`config.mk`:
```
export PLATFORM = sky130hd
export DESIGN_NAME = mtag_addr_gen
export DESIGN_NICKNAME = d
export VERILOG_FILES = /design/src/rtl/mtag_pkg.sv /design/src/rtl/mtag_lfsr.sv /design/src/rtl/mtag_next_addr.sv /design/src/rtl/mtag_word_conv.sv /design/src/rtl/mtag_addr_gen.sv
export SDC_FILE = /design/constraint.sdc
export NUM_CORES = 1
export LEC_CHECK = 0
export CAP_MARGIN = 20
export CORE_AREA = 3 3 131 133
export DETAILED_ROUTE_END_ITERATION = 10
export DIE_AREA = 0 0 134 136
export PLACE_DENSITY = 0.82
export SYNTH_ARGS = -nofsm -noshare
export SYNTH_HDL_FRONTEND = slang
export SYNTH_SLANG_ARGS = --single-unit
```
`constraint.sdc`:
```
create_clock -name clk -period 12.3 [get_ports clk]
set_input_delay 2.46 -clock clk [delete_from_list [all_inputs] [get_ports clk]]
set_output_delay 2.46 -clock clk [all_outputs]
set_load 0.005 [all_outputs]
```
`src/rtl/mtag_pkg.sv`:
```
package mtag_pkg;

    typedef enum logic [1:0] {
        MODE_SEQ      = 2'd0,
        MODE_RAND     = 2'd1,
        MODE_SEQ_RET  = 2'd2,
        MODE_RSEQ     = 2'd3
    } addr_mode_e;

    localparam logic [31:0] LFSR_TAPS     = 32'h8020_0003;
    localparam logic [31:0] LFSR_ALT_SEED = 32'h5EED_C0DE;

endpackage

```
`src/rtl/mtag_lfsr.sv`:
```
module mtag_lfsr #(
    parameter int          W        = 32,
    parameter logic [W-1:0] TAPS     = W'(32'h8020_0003),
    parameter logic [W-1:0] ALT_SEED = W'(32'h5EED_C0DE)
) (
    input  logic         clk,
    input  logic         rst_n,
    input  logic [W-1:0] seed,
    input  logic         step,
    output logic [W-1:0] state
);

    logic [W-1:0] state_d, state_q;

    always_comb begin
        state_d = state_q;
        if (step) begin
            state_d = state_q >> 1;
            if (state_q[0]) state_d = state_d ^ TAPS;
        end
    end

    always_ff @(posedge clk) begin
        if (!rst_n) state_q <= (seed == '0) ? ALT_SEED : seed;
        else        state_q <= state_d;
    end

    assign state = state_q;

endmodule

```
`src/rtl/mtag_next_addr.sv`:
```
module mtag_next_addr
    import mtag_pkg::*;
#(
    parameter int AW  = 31,
    parameter int FIW = $clog2(AW)
) (
    input  addr_mode_e      mode,
    input  logic [AW-1:0]   cur,
    input  logic [AW-1:0]   incr,
    input  logic [AW-1:0]   start,
    input  logic [FIW-1:0]  field_msb,
    input  logic [AW-1:0]   rnd,
    input  logic            phase,
    input  logic            started,
    input  logic            loop_start,
    input  logic            adv,
    output logic [AW-1:0]   cur_nxt,
    output logic            phase_nxt,
    output logic            upd,
    output logic            take_rnd
);

    logic [AW-1:0] sum;
    logic [AW-1:0] fmask;

    always_comb begin
        sum = cur + incr;
        if (field_msb >= FIW'(AW - 1)) fmask = '1;
        else fmask = (AW'(1) << (field_msb + 1'b1)) - AW'(1);
    end

    always_comb begin
        cur_nxt   = cur;
        phase_nxt = phase;
        upd       = 1'b0;
        take_rnd  = 1'b0;
        if (loop_start) begin
            upd       = 1'b1;
            phase_nxt = 1'b0;
            if (!started || mode == MODE_SEQ_RET) cur_nxt = start;
        end else if (adv) begin
            upd = 1'b1;
            unique case (mode)
                MODE_SEQ, MODE_SEQ_RET: cur_nxt = sum;
                MODE_RAND: begin
                    cur_nxt  = rnd;
                    take_rnd = 1'b1;
                end
                MODE_RSEQ: begin
                    phase_nxt = ~phase;
                    if (phase) begin
                        cur_nxt  = (rnd & ~fmask) | (sum & fmask);
                        take_rnd = 1'b1;
                    end else begin
                        cur_nxt  = (cur & ~fmask) | (sum & fmask);
                    end
                end
                default: cur_nxt = cur;
            endcase
        end
    end

endmodule

```
`src/rtl/mtag_word_conv.sv`:
```
module mtag_word_conv #(
    parameter int AW    = 31,
    parameter int SHIFT = 5,
    parameter int BLW   = 3,
    localparam int WAW  = AW - SHIFT
) (
    input  logic [AW-1:0]  sym,
    input  logic [BLW-1:0] burst_log2,
    output logic [WAW-1:0] word
);

    logic [WAW-1:0] amask;

    always_comb begin
        amask = (WAW'(1) << burst_log2) - WAW'(1);
        word  = sym[AW-1:SHIFT] & ~amask;
    end

endmodule

```
`src/rtl/mtag_addr_gen.sv`:
```
module mtag_addr_gen
    import mtag_pkg::*;
#(
    parameter int AW     = 31,
    parameter int SHIFT  = 5,
    parameter int LW     = 32,
    parameter int BLW    = 3,
    localparam int WAW   = AW - SHIFT,
    localparam int FIW   = $clog2(AW)
) (
    input  logic            clk,
    input  logic            rst_n,
    input  logic [1:0]      cfg_mode,
    input  logic [AW-1:0]   cfg_start_addr,
    input  logic [AW-1:0]   cfg_incr,
    input  logic [FIW-1:0]  cfg_field_msb,
    input  logic [BLW-1:0]  cfg_burst_log2,
    input  logic [LW-1:0]   cfg_seed,
    input  logic            nxt_req,
    input  logic            nxt_rdy,
    input  logic            loop_start,
    output logic [WAW-1:0]  addr_word_o,
    output logic [AW-1:0]   addr_sym_o
);

    typedef struct packed {
        logic [AW-1:0]  cur;
        logic [WAW-1:0] word;
        logic           phase;
        logic           started;
    } gen_st_t;

    gen_st_t st_d, st_q;

    addr_mode_e     mode;
    logic           adv;
    logic [LW-1:0]  lfsr_q;
    logic [AW-1:0]  cur_nxt;
    logic           phase_nxt, upd, take_rnd;
    logic [WAW-1:0] word_nxt;

    assign mode = addr_mode_e'(cfg_mode);
    assign adv  = nxt_req & nxt_rdy;

    mtag_lfsr #(
        .W(LW), .TAPS(LW'(LFSR_TAPS)), .ALT_SEED(LW'(LFSR_ALT_SEED))
    ) lfsr_i (
        .clk(clk), .rst_n(rst_n), .seed(cfg_seed),
        .step(take_rnd), .state(lfsr_q)
    );

    mtag_next_addr #(.AW(AW), .FIW(FIW)) nxt_i (
        .mode(mode), .cur(st_q.cur), .incr(cfg_incr), .start(cfg_start_addr),
        .field_msb(cfg_field_msb), .rnd(lfsr_q[AW-1:0]), .phase(st_q.phase),
        .started(st_q.started), .loop_start(loop_start), .adv(adv),
        .cur_nxt(cur_nxt), .phase_nxt(phase_nxt), .upd(upd), .take_rnd(take_rnd)
    );

    mtag_word_conv #(.AW(AW), .SHIFT(SHIFT), .BLW(BLW)) conv_i (
        .sym(cur_nxt), .burst_log2(cfg_burst_log2), .word(word_nxt)
    );

    always_comb begin
        st_d = st_q;
        if (upd) begin
            st_d.cur   = cur_nxt;
            st_d.word  = word_nxt;
            st_d.phase = phase_nxt;
        end
        if (loop_start) st_d.started = 1'b1;
    end

    always_ff @(posedge clk) begin
        if (!rst_n) st_q <= '0;
        else        st_q <= st_d;
    end

    assign addr_word_o = st_q.word;
    assign addr_sym_o  = {st_q.word, {SHIFT{1'b0}}};

endmodule

```
Word level (Yosys, flattened, before mapping)

Index checks and enable logic that the tools add are counted.
W data, S select, Z words.

Register bits: 91
Bits of input ports: 109
Output and inout port bits: 57
Logic and storage cells: 57

$add $sub $neg: 4
$lt $le $gt $ge: 1
Eq/ne operators: 5
Shifts and indexed selects: 2
Mux-type cells: 19
Bitwise gates (word level): 11
Reduce and logical (&&, ||, !) cells: 9

Operator list:

| cell                    | number |
|---|---|
| $mux W31                | 5 |
| $mux W32                | 4 |
| $and A31 B31 Y31        | 3 |
| $pmux W31 S3            | 1 |
| $or A31 B31 Y31         | 2 |
| $logic_not A32 Y1       | 1 |
| $add A31 B31 Y31        | 1 |
| $not A31 Y31            | 1 |
| $shl A1 B5 Y31 const A  | 1 |
| $sub A31 B2 Y31 const B | 1 |
| $and A26 B26 Y26        | 1 |
| $not A26 Y26            | 1 |
| $shl A1 B3 Y26 const A  | 1 |
| $sub A26 B2 Y26 const B | 1 |
| $mux W1                 | 8 |
| $reduce_and A3 Y1       | 2 |
| $add A5 B1 Y5 const B   | 1 |
| $ge A5 B5 Y1 const B    | 1 |
| $eq A2 B2 Y1 const B    | 2 |
| $ne A2 B1 Y1 const B    | 2 |
| $not A3 Y4              | 1 |
| $reduce_bool A2 Y1      | 2 |
| $eq A2 B1 Y1 const B    | 1 |
| $logic_not A2 Y1        | 1 |
| other kinds (6)         | 6 |

Longest topological paths before layout

Gate-level depths: netlist of the first run.

Depth after elaboration: 12
Mapped depth: 16
Mapped depth without buffers: 15

Cells and area by module

Synthesis of the first run repeated with hierarchy kept, for this count alone.

Cells, all modules: 1,177
Area, all modules: 9,567.9 um^2

Modules (own cells, without submodules):

| module         | times used | cells each | area an instance (um^2) | sequential area each (um^2) |
|---|---|---|---|---|
| mtag_next_addr | 1          | 778        | 5,013.6                 | 0.0 |
| mtag_addr_gen  | 1          | 248        | 2,678.8                 | 1,181.1 |
| mtag_lfsr      | 1          | 106        | 1,551.5                 | 960.9 |
| mtag_word_conv | 1          | 45         | 324.1                   | 0.0 |

Least setup slack after synthesis of the first run

Ideal clock, no wire load.

Path type: in2reg
Start point: in nxt_req
End point: reg lfsr_i.state_q[0] (netlist: lfsr_i.state[0]), enable pin
Setup time: 470 ps
Arrival: 5,596 ps
Required time: 11,830 ps
Setup slack: 6,234 ps
Stages: 5
Buffers on the path: 2
Cells stage by stage: and2_1 -> clkbuf_1 -> nand2_1 -> clkbuf_1 -> o31ai_1

Longest elaborated chain between the ends: 4

RTL lines:

| element                       | RTL line             | source |
|---|---|---|
| start: declaration            | mtag_addr_gen.sv:19  | `input logic nxt_req,` |
| $and A1 B1 Y1                 | mtag_addr_gen.sv:43  | `assign adv = nxt_req & nxt_rdy;` |
| $mux W1                       | mtag_next_addr.sv:41 | `end else if (adv) begin` |
| $mux W1                       | mtag_next_addr.sv:37 | `if (loop_start) begin` |
| $ne A2 B1 Y1 (no source line) | --                   |  |
| end signal: assignment        | mtag_lfsr.sv:24      | `if (!rst_n) state_q <= (seed == '0) ? ALT_SEED : seed;` |
| end signal: assignment        | mtag_lfsr.sv:25      | `else state_q <= state_d;` |
| end: declaration              | mtag_lfsr.sv:13      | `logic [W-1:0] state_d, state_q;` |

No other way between the ends.
A chain may end at the register's enable or synchronous reset.

Final worst setup path of the first run

Start point: in cfg_field_msb[1]
End point: reg st_q[44] (netlist bit)

Longest elaborated chain between the ends: 11
Elaborated cells between the ends (all ways): 15
Classes of those cells: 2 x add/sub; 1 x order compare; 1 x shift; 5 x mux; 6 x bitwise

RTL lines:

| element                             | RTL line                                   | source |
|---|---|---|
| start: declaration                  | mtag_addr_gen.sv:16                        | `input logic [FIW-1:0] cfg_field_msb,` |
| $add A5 B1 Y5                       | mtag_next_addr.sv:29                       | `else fmask = (AW'(1) << (field_msb + 1'b1)) - AW'(1);` |
| $shl A1 B5 Y31                      | mtag_next_addr.sv:29                       |  |
| $sub A31 B2 Y31                     | mtag_next_addr.sv:29                       |  |
| $mux W31 *                          | mtag_next_addr.sv:28                       | `if (field_msb >= FIW'(AW - 1)) fmask = '1;` |
| $not A31 Y31                        | mtag_next_addr.sv:52, mtag_next_addr.sv:55 |  |
| $and A31 B31 Y31 (on tied branches) | mtag_next_addr.sv:55, mtag_next_addr.sv:52 |  |
| $or A31 B31 Y31 (on tied branches)  | mtag_next_addr.sv:55, mtag_next_addr.sv:52 |  |
| $mux W31 *                          | mtag_next_addr.sv:51                       | `if (phase) begin` |
| $pmux W31 S3 *                      | mtag_next_addr.sv:43                       | `unique case (mode)` |
| $mux W31 *                          | mtag_next_addr.sv:41                       |  |
| $mux W31 *                          | mtag_next_addr.sv:37                       |  |
| end signal: assignment              | mtag_addr_gen.sv:75                        | `else st_q <= st_d;` |
| end: declaration                    | mtag_addr_gen.sv:33                        | `gen_st_t st_d, st_q;` |

Mark *: on every way between the ends. The rest lies on a longest branch, timed or not. The select of a mux whose other input is x is not followed.

==> results of run 1 <==
-- cell usage in the layout, fill, tap and decap left out, drive strengths merged, types with 17 or more instances in the layout --
cell type,count
a21oi,101
mux2i,50
o211ai,17
edfxtp,32
ha,35
mux2,30
o21ai,62
nor3,42
buf,20
nand3,29
a31oi,20
inv,33
nor2,83
a21o,20
clkdlybuf4s50,159
dfxtp,59
nand2,105
xnor2,32
-- tightest hold or removal path, cell delays in order (launching register included) --
cell and delay (ns):
sky130_fd_sc_hd__dfxtp_1 0.32, sky130_fd_sc_hd__nand2_1 0.06, sky130_fd_sc_hd__nand2_1 0.04
-- power breakdown --
part           internal [W]  switching (W)  leakage [nW]
logic              0.000191       0.000254          3.15
clock network      0.000163       0.000143         0.152
registers          0.000340      0.0000343         0.798
total              0.000694       0.000431          4.10
-- cells by family (layout without fill, tap and decap cells) --
family                     after synthesis  in the layout  share of synthesized area (%)
AOI/OAI and AO/OA                      380            380                          30.01
and+or+nand+nor                        350            350                          19.04
buffers and inverters                  137            225                          7.357
DFF                                     91             91                          24.27
muxes                                   80             80                          9.640
xor gates and xnor gates                44             44                          4.451
adders and majority gates               36             36                          5.189
other                                    1              5                        0.04249
-- final timing paths --
path                                  end  slack (ns)  cells after the start
max                 st_q[44]$_SDFFE_PN0P_        5.27                     16
min           addr_word_o[6]$_SDFFE_PN0P_        0.46                      2
max reg2reg  addr_word_o[22]$_SDFFE_PN0P_        8.37                     10
min reg2reg   addr_word_o[6]$_SDFFE_PN0P_        0.46                      2
-- metrics by stage --
step / total power, W / cells / hold slack (ns) / utilization (%) / setup WS (ns)
2_1_floorplan: 0.0006469 / 1123 / 0.4368 / - / 6.234
6_report: 0.001125 / 1427 / 0.4633 / 66.83 / 5.273
3_5_place_dp: 0.0008061 / 1411 / 0.4555 / 64.86 / 5.171
4_1_cts: 0.001106 / 1427 / 0.4661 / 66.83 / 5.494
3_3_place_gp: 0.0008036 / 1411 / 0.4434 / 64.86 / 5.250
5_1_grt: 0.001165 / 1427 / 0.4826 / 66.83 / 5.032
-- per-layer routing --
metal | vias up | share of wire [%] | GRT usage (%)
met2 | 742 | 44 | 59.94
li1 | 4383 | - | -
met4 | 0 | 6.4 | 22.57
met3 | 151 | 11 | 8.031
met5 | - | 0 | 0
met1 | 4715 | 38 | 49.51
-- registers in the layout, summed over array words and instances (netlist names) --
signal and cells:
st_q 33, lfsr_i.state 32, addr_word_o 26
-- synth_stat cells, drive strengths merged (8+ instances only) --
library cell	instances	area share [%]
o221ai	13	1.3
o21a	11	0.94
a21oi	101	5.7
a21o	20	1.7
nand4	14	1.1
a22oi	8	0.74
xnor2	32	3.3
ha	35	5.0
buf	43	3.3
a211oi	12	1.1
o211ai	17	1.4
and3	9	0.64
o22a	14	1.4
or3	14	0.99
clkbuf	64	2.7
mux2i	50	5.8
a2111oi	10	1.3
inv	29	1.2
nor3	42	2.5
o21ai	62	3.6
nor4	16	1.1
nand2	105	4.5
nand2b	13	0.92
xor2	12	1.2
nor2	83	3.5
dfxtp	59	13
o31ai	11	0.94
mux2	30	3.8
o22ai	12	1.0
nand3	29	1.8
edfxtp	32	11
a31oi	20	1.5
-- area by class of cell --
cell class	instances	area, µm²
multi-input cells	895	6077
fillers	1363	5288
flip-flops and latches	91	2142
repair buffers	179	1739
well taps	216	270.3
clock buffers	9	225.2
inverters	30	112.6
clock inverters	7	88.84
==> metrics.md, run 1 <==
| Metric | Value |
|---|---|
| Final worst-path cycle share | `57.13%` |
| Share of final-layout standard cells stronger than drive strength 1 | `8.175%` |
| Max transition margin | `28.49%` |
| Share of flip-flops with an asynchronous set or reset | `0%` |
| Via count of the first global-routing pass | `9340` |
| 1st-iter DRT viols | `1558` |
| Total of endpoints with negative setup slack in the final report | `0` |
| Setup Total Neg Slack | `0 ns` |
| Start-to-end type of the worst setup path | `input port to flip-flop` |
| Max-cap violations | `0` |
| Detailed-route via count | `9991` |
| Slew at the pin closest to its max-slew limit | `1.069 ns` |
| Top_reg_cell synth | `sky130_fd_sc_hd__dfxtp_1` |
| Routed WL | `36330 µm` |
| Final hold violation count | `0` |
| WL per Instance | `25.46 µm` |
| Remaining Overflow, GRT | `0` |
| CTS tree | `yes` |
| Number of nets with antenna violations after detailed routing | `0` |
| Insertion delay of the later-clocked pin in the worst-skew pair | `0.36 ns` |
| Area after DPL | `10340 µm²` |
| Clock transition time at the flip-flop clock pins of the worst setup and hold paths | `0.08 ns` |
| Clock Path Buffers | `2` |
| Per-cell via count in the routed design | `7.001` |
| Critical path, cell by cell | `clkdlybuf4s50_1, nand2_2, inv_1, ha_1, nor3b_2, nand2_1, ha_1, inv_1, a31o_1, a211o_1, nor3_4, or3_1, o31a_1, o21ai_0, nand3_1, o22ai_1` |
| Area growth from synthesis to layout | `20.73%` |
| Maximum VDD drop | `0.06805 mV` |
| Number of synthesized flops with an enable pin | `32` |
| Syn Inst Count | `1119` |
| Initial standard-cell utilization of the core | `55.36%` |
| Total non-filler cell area in the finished layout | `10660 µm²` |
| Overall fraction of global-route tracks in use | `38.52%` |
| Slew Limit Fails | `0` |
| Final routed DRC violation total | `0` |
| Number of iterations in the first detailed-routing pass | `5` |
| Total Die Area | `18220 µm²` |
| Initial antenna violation count | `0` |
| Beginning of the worst hold path | `addr_word_o[6]$_SDFFE_PN0P_` |
| Floorplan row count | `46` |
| Final nets | `1351` |
| Cts bufs inserted | `9` |
| Worst-path fanout max | `24` |
| CTS hold repair buffers | `0` |
| Worst reg2reg startpoint | `st_q[29]$_SDFFE_PN0P_` |
| Final GP Congestion | `1.021` |
| Root buffer selected by CTS | `sky130_fd_sc_hd__clkbuf_16` |
| Number of unique standard cell types used by synthesis | `94` |
| Leakage power | `4.102 nW` |
| Share of synthesized area occupied by flip-flops and latches | `24.27%` |
| Total number of H-tree levels | `3` |
| Pin count of the biggest net entering global routing | `46` |
| First-pass GRT wire length | `54320 µm` |
| Number of clock sinks | `91` |
| Synth Register Bits | `91` |
| Achievable frequency | `142.3 MHz` |
| Power Density | `105.6 nW/µm²` |
| Horizontal die dimension | `134 µm` |
| RSZ-0062 raised after global routing | `false` |
| Skew final | `0.01421 ns` |
| Cell with the biggest individual delay on the critical path | `sky130_fd_sc_hd__clkdlybuf4s50_1` |
| Cell area after synthesis | `8826 µm²` |
| Number of warnings reported in the yosys synthesis log | `0` |
| PortBufs | `160` |
| Crit-path leading delay family | `simple AND/OR/NAND/NOR gates` |
| Count of cells resized by post-cts repair | `0` |
| Max stage delay on crit path | `0.81 ns` |
| HPWL after detailed placement | `27130 µm` |
| Time the worst path needs with I/O delays and setup | `7.027 ns` |
| CP Launch Type | `input port` |
| Worst Path Required | `12.59 ns` |
| CP endpoint kind | `flip-flop` |
| Die Y | `136 µm` |
| Std-Cell Core Area | `15940 µm²` |
| Crit path DAT | `7.32 ns` |
| Antenna Diode Count | `0` |
| Run status | `complete, no violations` |
| Post-CTS setup buffers | `0` |
| I/O pin total | `166` |
| Avg Cell Area, Syn | `7.887 µm²` |
| Class of the tightest hold or removal check | `flip-flop to flip-flop` |
| Worst setup path startpoint | `cfg_field_msb[1]` |
| Worst Path Buf+Inv | `3` |
(Power assumes the default switching activity.)
==> run 2: changes to the inputs <==
Settings changed: CORE_AREA 3 3 131 133 to 3 3 132 134, DIE_AREA 0 0 134 136 to 0 0 135 137, PLACE_DENSITY 0.82 to 0.81.
Clock period 12.3 ns to 6.5 ns, I/O delays scaled along.
==> run 2 against run 1 <==
  * Power rose by 88%
  * Register-to-register slack got worse by 5.7 ns
  * Count of clock-buffer cells in the layout did not move
  * Critical path depth fell by 1
  * Final cell count rose by 0.84%
  * Non-clock buffer count rose by 8
  * Sequential share of layout area fell by 0.11 points
  * Utilization fell by 1.5 points
  * Clock power rose by 88%
  * Flip-flop and latch count did not move
  * Critical path type unchanged
  * Global-route usage fell by 1.4 points
  * Sequential power rose by 90%
==> metrics.md, run 2 (synthesis results as in run 1) <==
| Metric | Value |
|---|---|
| WL per Instance | `24.38 µm (was 25.46 µm)` |
| Number of nets with antenna violations after detailed routing | `0 (unchanged)` |
| Initial antenna violation count | `0 (unchanged)` |
| Routed WL | `35080 µm (was 36330 µm)` |
| Final GP Congestion | `1.056 (was 1.021)` |
| Power Density | `197.6 nW/µm² (was 105.6 nW/µm²)` |
| Root buffer selected by CTS | `sky130_fd_sc_hd__clkbuf_16 (unchanged)` |
| Crit-path leading delay family | `simple AND/OR/NAND/NOR gates (unchanged)` |
| Share of final-layout standard cells stronger than drive strength 1 | `8.696% (was 8.175%)` |
| Per-cell via count in the routed design | `6.851 (was 7.001)` |
| Class of the tightest hold or removal check | `flip-flop to flip-flop (unchanged)` |
| Total Die Area | `18500 µm² (was 18220 µm²)` |
| Horizontal die dimension | `135 µm (was 134 µm)` |
| Comb pwr share | `39.3% (was 39.5%)` |
| Time the worst path needs with I/O delays and setup | `5.226 ns` |
| Final hold violation count | `0 (unchanged)` |
| Total of endpoints with negative setup slack in the final report | `0 (unchanged)` |
| Met2 track demand over resource in global routing | `55.95% (was 59.94%)` |
| Setup Total Neg Slack | `0 ns (unchanged)` |
| Run status | `complete, no violations (unchanged)` |
| Start-to-end type of the worst setup path | `input port to flip-flop (unchanged)` |
| GR Layer Usage met3 | `7.059% (was 8.031%)` |
| Post-CTS setup buffers | `0 (unchanged)` |
| Part of the total power dissipated in the clock network | `27.2% (about the same)` |
| Worst setup path startpoint | `cfg_field_msb[0] (was cfg_field_msb[1])` |
| CP Launch Type | `input port (unchanged)` |
| M1 GR Usage | `49.81% (was 49.51%)` |
| Max stage delay on crit path | `0.73 ns (was 0.81 ns)` |
| Detailed-route via count | `9859 (was 9991)` |
| Clock transition time at the flip-flop clock pins of the worst setup and hold paths | `0.08 ns (about the same)` |
| Worst Path Buf+Inv | `3 (unchanged)` |
| Skew final | `0.007567 ns (was 0.01421 ns)` |
| CP endpoint kind | `flip-flop (unchanged)` |
| Final Total Pwr | `0.002118 W (was 0.001125 W)` |
| Number of flip-flops under the largest register name | `33 (unchanged)` |
| Via count of the first global-routing pass | `9013 (was 9340)` |
| Initial standard-cell utilization of the core | `53.79% (was 55.36%)` |
| Max-cap violations | `0 (unchanged)` |
| Slew at the pin closest to its max-slew limit | `1.000 ns (was 1.069 ns)` |
| Switching portion of total power | `37.82% (was 38.29%)` |
| Std-Cell Core Area | `16410 µm² (was 15940 µm²)` |
| Antenna Diode Count | `0 (unchanged)` |
| Clock Path Buffers | `2 (unchanged)` |
| Cts bufs inserted | `9 (unchanged)` |
| Total number of H-tree levels | `3 (unchanged)` |
| Commonest cells after routing, fill and taps aside | `159 x sky130_fd_sc_hd__clkdlybuf4s50_1, 104 x sky130_fd_sc_hd__nand2_1, 101 x sky130_fd_sc_hd__a21oi_1 (unchanged)` |
| Overall fraction of global-route tracks in use | `37.15% (was 38.52%)` |
| NetSw | `0.0008009 W (was 0.0004308 W)` |
| 1st-iter DRT viols | `1643 (was 1558)` |
| Achievable frequency | `191.4 MHz` |
| HPWL after detailed placement | `26490 µm (was 27130 µm)` |
| First-pass GRT wire length | `52830 µm (was 54320 µm)` |
| Remaining Overflow, GRT | `0 (unchanged)` |
| Number of iterations in the first detailed-routing pass | `6 (was 5)` |
| Largest register by flop count | `st_q (unchanged)` |
| Most common cell after layout, fill and taps aside | `sky130_fd_sc_hd__clkdlybuf4s50_1 (unchanged)` |
| Crit path DAT | `5.45 ns (was 7.32 ns)` |
| Number of clock sinks | `91 (unchanged)` |
| Internal portion of total power | `0.001317 W (was 0.0006941 W)` |
| Cell with the biggest individual delay on the critical path | `sky130_fd_sc_hd__ha_1 (was sky130_fd_sc_hd__clkdlybuf4s50_1)` |
| Final routed DRC violation total | `0 (unchanged)` |
| Count of cells resized by post-cts repair | `0 (unchanged)` |
| Worst Path Required | `6.72 ns (was 12.59 ns)` |
| Die Y | `137 µm (was 136 µm)` |
| Worst reg2reg startpoint | `st_q[28]$_SDFFE_PN0P_ (was st_q[29]$_SDFFE_PN0P_)` |
| Slew Limit Fails | `0 (unchanged)` |
| RSZ-0062 raised after global routing | `false (unchanged)` |
| Beginning of the worst hold path | `addr_word_o[6]$_SDFFE_PN0P_ (unchanged)` |
| Worst Setup Slack post-DPL | `1.022 ns (was 5.171 ns)` |
| Count of filler cells inserted in the layout | `1426 (was 1363)` |
| CTS tree | `yes (unchanged)` |
| Max transition margin | `33.08% (was 28.49%)` |
| Total non-filler cell area in the finished layout | `10720 µm² (was 10660 µm²)` |
| Maximum VDD drop | `0.1317 mV (was 0.06805 mV)` |
| Worst-path fanout max | `24 (unchanged)` |
| Pin count of the biggest net entering global routing | `47 (was 46)` |
| Global routing's busiest layer | `met2 (unchanged)` |
| Leakage power | `4.143 nW (was 4.102 nW)` |
| Final worst-path cycle share | `80.40%` |
| I/O pin total | `166 (unchanged)` |
| PortBufs | `160 (unchanged)` |
| CTS hold repair buffers | `0 (unchanged)` |
| Final nets | `1359 (was 1351)` |
| Floorplan row count | `47 (was 46)` |
| Area after DPL | `10400 µm² (was 10340 µm²)` |
| Insertion delay of the later-clocked pin in the worst-skew pair | `0.36 ns (about the same)` |
| Final critical-path setup slack | `1.274 ns (was 5.273 ns)` |
| Area growth from synthesis to layout | `21.42% (was 20.73%)` |
| Flop pwr share | `33.5% (was 33.3%)` |
| Critical path, cell by cell | `clkdlybuf4s50_1, nand2_2, inv_1, ha_1, nor3b_2, nand2_1, ha_1, inv_1, a31o_1, a211o_1, nor3_4, o21ai_0, mux2_2, a21oi_1, nor4_1 (was clkdlybuf4s50_1, nand2_2, inv_1, ha_1, nor3b_2, nand2_1, ha_1, inv_1, a31o_1, a211o_1, nor3_4, or3_1, o31a_1, o21ai_0, nand3_1, o22ai_1)` |
[run 2: worst min-delay path: cells and delay by family, from the launching register on]
| kind | cells | cell delay, ns |
|---|---|---|
| flops | 1 | 0.33 |
| simple gates | 2 | 0.10 |
[run 2: final cells by class]
class                           instances  area, µm²  share of cell area [%]
Timing Repair Buffer                  187       1799                   16.79
Inverter                               30      112.6                   1.051
Clock buffer                            9      225.2                   2.102
Multi-Input combinational cell        895       6075                   56.68
Tap cell                              220      275.3                   2.569
Sequential cell                        91       2142                   19.99
Clock inverter                          7      87.58                  0.8173
[run 2: power by group through the flow]
| stage | Sequential [W] | Combinational (W) | Clock, W |
|---|---|---|---|
| 3_3_place_gp | 0.000717 | 0.000799 | 0 |
| 5_1_grt | 0.000711 | 0.000893 | 0.000594 |
| 3_5_place_dp | 0.000718 | 0.000803 | 0 |
| 6_report | 0.000709 | 0.000833 | 0.000576 |
| 4_1_cts | 0.000705 | 0.000810 | 0.000575 |
| 2_1_floorplan | 0.000689 | 0.000535 | 0 |
[run 2: path summary, 6_finish.rpt]
kind / endpoint / slack (ns) / depth (start not counted)
worst max-delay path: st_q[46]$_SDFFE_PN0P_ / 1.27 / 15
worst min-delay path: addr_word_o[6]$_SDFFE_PN0P_ / 0.47 / 2
worst max register to register: addr_word_o[25]$_SDFFE_PN0P_ / 2.66 / 11
worst min register to register: addr_word_o[6]$_SDFFE_PN0P_ / 0.47 / 2
[run 2: metal layers]
metal / up-vias / part of all wire (%)
li1: 4385 / -
met1: 4575 / 39
met2: 745 / 43
met3: 154 / 11
met4: 0 / 7.0
met5: - / 0
[run 2: stage by stage]
step,util [%],hold slack [ns],cells
floorplan,-,0.4368,1123
CTS,65.32,0.4725,1439
finish,65.32,0.4659,1439
global route,65.32,0.5192,1439
detailed placement,63.41,0.4587,1423
global placement,63.41,0.4501,1423
==> run 3: changes to the inputs <==
Clock period 6.5 ns to 4.9 ns, I/O delays scaled along.
==> run 3 against run 2 <==
  * Count of clock-buffer cells in the layout stayed put
  * Clock skew is 0.0010 ns higher
  * Worst setup slack lost 0.78 ns
  * First-iteration DRC count fell by 6.1%
  * Final area is 0.91% higher
  * Utilization rose by 0.59 points
  * Sequential share of layout area down 0.18 points
  * Power up 31%
  * Sequential power grew 33%
  * Critical path depth is 3 lower
  * Die area unchanged
  * Global-route usage up 0.40 points
  * Critical endpoint is now addr_word_o[15]$_SDFFE_PN0P_
  * Largest power group unchanged
==> metrics.md, run 3 (synthesis results as in run 1) <==
| Metric | Value |
|---|---|
| CTS tree | `yes (unchanged)` |
| WL per Instance | `24.14 µm (was 24.38 µm)` |
| Leakage power | `4.206 nW (was 4.143 nW)` |
| Flop pwr share | `34.0% (was 33.5%)` |
| Remaining Overflow, GRT | `0 (unchanged)` |
| 1st-iter DRT viols | `1542 (was 1643)` |
| Run status | `complete, no violations (unchanged)` |
| Total of endpoints with negative setup slack in the final report | `0 (unchanged)` |
| Horizontal die dimension | `135 µm (unchanged)` |
| Floorplan row count | `47 (unchanged)` |
| HPWL after detailed placement | `26620 µm (was 26490 µm)` |
| Cts bufs inserted | `9 (unchanged)` |
| Overall fraction of global-route tracks in use | `37.55% (was 37.15%)` |
| First-pass GRT wire length | `53560 µm (was 52830 µm)` |
| Share of final-layout standard cells stronger than drive strength 1 | `9.951% (was 8.696%)` |
| Final worst-path cycle share | `89.83%` |
| Pin count of the biggest net entering global routing | `45 (was 47)` |
| Count of cells resized by post-cts repair | `0 (unchanged)` |
| GR Layer Usage met3 | `9.853% (was 7.059%)` |
| Clock Path Buffers | `2 (unchanged)` |
| Total number of H-tree levels | `3 (unchanged)` |
| Final hold violation count | `0 (unchanged)` |
| Total Die Area | `18500 µm² (unchanged)` |
| Antenna Diode Count | `0 (unchanged)` |
| Final GP Congestion | `1.041 (was 1.056)` |
| PortBufs | `160 (unchanged)` |
| Class of the tightest hold or removal check | `flip-flop to flip-flop (unchanged)` |
| Worst Path Required | `5.21 ns (was 6.72 ns)` |
| Part of the total power dissipated in the clock network | `25.3% (was 27.2%)` |
| Detailed-route via count | `10020 (was 9859)` |
| Most common cell after layout, fill and taps aside | `sky130_fd_sc_hd__clkdlybuf4s50_1 (unchanged)` |
| Final nets | `1376 (was 1359)` |
| Time the worst path needs with I/O delays and setup | `4.402 ns` |
| Insertion delay of the later-clocked pin in the worst-skew pair | `0.36 ns (about the same)` |
| NetSw | `0.001063 W (was 0.0008009 W)` |
| Max-cap violations | `0 (unchanged)` |
| Area growth from synthesis to layout | `22.53% (was 21.42%)` |
| I/O pin total | `166 (unchanged)` |
| Clock transition time at the flip-flop clock pins of the worst setup and hold paths | `0.07 ns (was 0.08 ns)` |
| Slew at the pin closest to its max-slew limit | `1.043 ns (was 1.000 ns)` |
| Switching portion of total power | `38.42% (was 37.82%)` |
| CTS hold repair buffers | `0 (unchanged)` |
| Final critical-path setup slack | `0.4983 ns (was 1.274 ns)` |
| Number of iterations in the first detailed-routing pass | `6 (unchanged)` |
| Number of clock sinks | `91 (unchanged)` |
| Per-cell via count in the routed design | `6.880 (was 6.851)` |
| Area after DPL | `10530 µm² (was 10400 µm²)` |
| Internal portion of total power | `0.001703 W (was 0.001317 W)` |
| Crit path DAT | `4.71 ns (was 5.45 ns)` |
| Number of nets with antenna violations after detailed routing | `0 (unchanged)` |
| Post-CTS setup buffers | `0 (unchanged)` |
| Number of flip-flops under the largest register name | `33 (unchanged)` |
| Root buffer selected by CTS | `sky130_fd_sc_hd__clkbuf_16 (unchanged)` |
| Skew final | `0.008611 ns (was 0.007567 ns)` |
| Die Y | `137 µm (unchanged)` |
| CP Launch Type | `input port (unchanged)` |
| Final routed DRC violation total | `0 (unchanged)` |
| Worst Setup Slack post-DPL | `0.2660 ns (was 1.022 ns)` |
| CP endpoint kind | `flip-flop (unchanged)` |
| Max transition margin | `30.36% (was 33.08%)` |
| RSZ-0062 raised after global routing | `false (unchanged)` |
| Initial standard-cell utilization of the core | `53.79% (unchanged)` |
| Std-Cell Core Area | `16410 µm² (unchanged)` |
| Routed WL | `35150 µm (was 35080 µm)` |
| Total non-filler cell area in the finished layout | `10810 µm² (was 10720 µm²)` |
| Setup Total Neg Slack | `0 ns (unchanged)` |
| M1 GR Usage | `49.50% (was 49.81%)` |
| Comb pwr share | `40.6% (was 39.3%)` |
| Global routing's busiest layer | `met2 (unchanged)` |
| Maximum VDD drop | `0.1567 mV (was 0.1317 mV)` |
| Via count of the first global-routing pass | `9233 (was 9013)` |
| Power Density | `255.8 nW/µm² (was 197.6 nW/µm²)` |
| Commonest cells after routing, fill and taps aside | `159 x sky130_fd_sc_hd__clkdlybuf4s50_1, 104 x sky130_fd_sc_hd__nand2_1, 101 x sky130_fd_sc_hd__a21oi_1 (unchanged)` |
| Largest register by flop count | `st_q (unchanged)` |
| Initial antenna violation count | `0 (unchanged)` |
| Worst-path fanout max | `4 (was 24)` |
| Achievable frequency | `227.2 MHz` |
| Met2 track demand over resource in global routing | `54.92% (was 55.95%)` |
| Start-to-end type of the worst setup path | `input port to flip-flop (unchanged)` |
| Slew Limit Fails | `0 (unchanged)` |
-- run 3: changes by cell type in the layout (fill, tap and decap cells not counted) --
| cell | before | now |
|---|---|---|
| sky130_fd_sc_hd__clkinv_2 | 0 | 1 |
| sky130_fd_sc_hd__bufinv_16 | 1 | 0 |
| sky130_fd_sc_hd__inv_8 | 2 | 1 |
| sky130_fd_sc_hd__clkinvlp_4 | 0 | 2 |
| sky130_fd_sc_hd__clkinv_4 | 1 | 0 |
| sky130_fd_sc_hd__buf_4 | 27 | 44 |
-- run 3: final timing paths --
check / from / endpoint / slack (ns) / cells after the start
hold / removal: addr_word_o[6]$_SDFFE_PN0P_ / addr_word_o[6]$_SDFFE_PN0P_ / 0.47 / 2
setup reg to reg: st_q[28]$_SDFFE_PN0P_ / addr_word_o[15]$_SDFFE_PN0P_ / 1.21 / 11
hold reg to reg: addr_word_o[6]$_SDFFE_PN0P_ / addr_word_o[6]$_SDFFE_PN0P_ / 0.47 / 2
setup / recovery: cfg_incr[0] / addr_word_o[15]$_SDFFE_PN0P_ / 0.50 / 12
-- run 3: routing by layer --
layer	vias up	wire length, µm
li1	4420	-
met1	4589	13210
met2	841	14860
met3	168	4465
met4	0	2605
met5	-	0
-- run 3: layout make-up --
type / count / area (µm²)
fill: 1405 / 5593
multi-input combinational: 895 / 6075
timing repair buffer: 204 / 1927
inverter: 30 / 112.6
clock inverter: 7 / 57.56
tap: 220 / 275.3
clock buffer: 9 / 225.2
sequential: 91 / 2142
-- run 3: metrics by stage --
step | total power, W | std cells | hold slack (ns) | utilization, %
4_1_cts | 0.002724 | 1456 | 0.4778 | 65.91
3_5_place_dp | 0.002035 | 1440 | 0.4632 | 64.19
6_report | 0.002766 | 1456 | 0.4735 | 65.91
3_3_place_gp | 0.002021 | 1440 | 0.4568 | 64.19
2_1_floorplan | 0.001624 | 1123 | 0.4368 | -
5_1_grt | 0.002877 | 1456 | 0.4965 | 65.91
-- run 3: power groups by stage --
stage | logic (W) | clock network, W | registers [W]
floorplan | 0.000710 | 0 | 0.000914
global placement | 0.00107 | 0 | 0.000950
detailed placement | 0.00108 | 0 | 0.000953
CTS | 0.00109 | 0.000700 | 0.000936
global route | 0.00120 | 0.000729 | 0.000944
finish | 0.00112 | 0.000701 | 0.000941
-- run 3: worst max-delay path: stages --
cell                              delay [ns]
sky130_fd_sc_hd__clkdlybuf4s50_1        0.41
sky130_fd_sc_hd__ha_1                   0.23
sky130_fd_sc_hd__fa_1                   0.41
sky130_fd_sc_hd__a21o_1                 0.19
sky130_fd_sc_hd__a221oi_1               0.50
sky130_fd_sc_hd__nor3_1                 0.27
sky130_fd_sc_hd__o21ai_1                0.41
sky130_fd_sc_hd__o21ai_1                0.20
sky130_fd_sc_hd__xor2_1                 0.40
sky130_fd_sc_hd__mux2i_1                0.13
sky130_fd_sc_hd__a2111oi_0              0.43
sky130_fd_sc_hd__a21o_1                 0.12
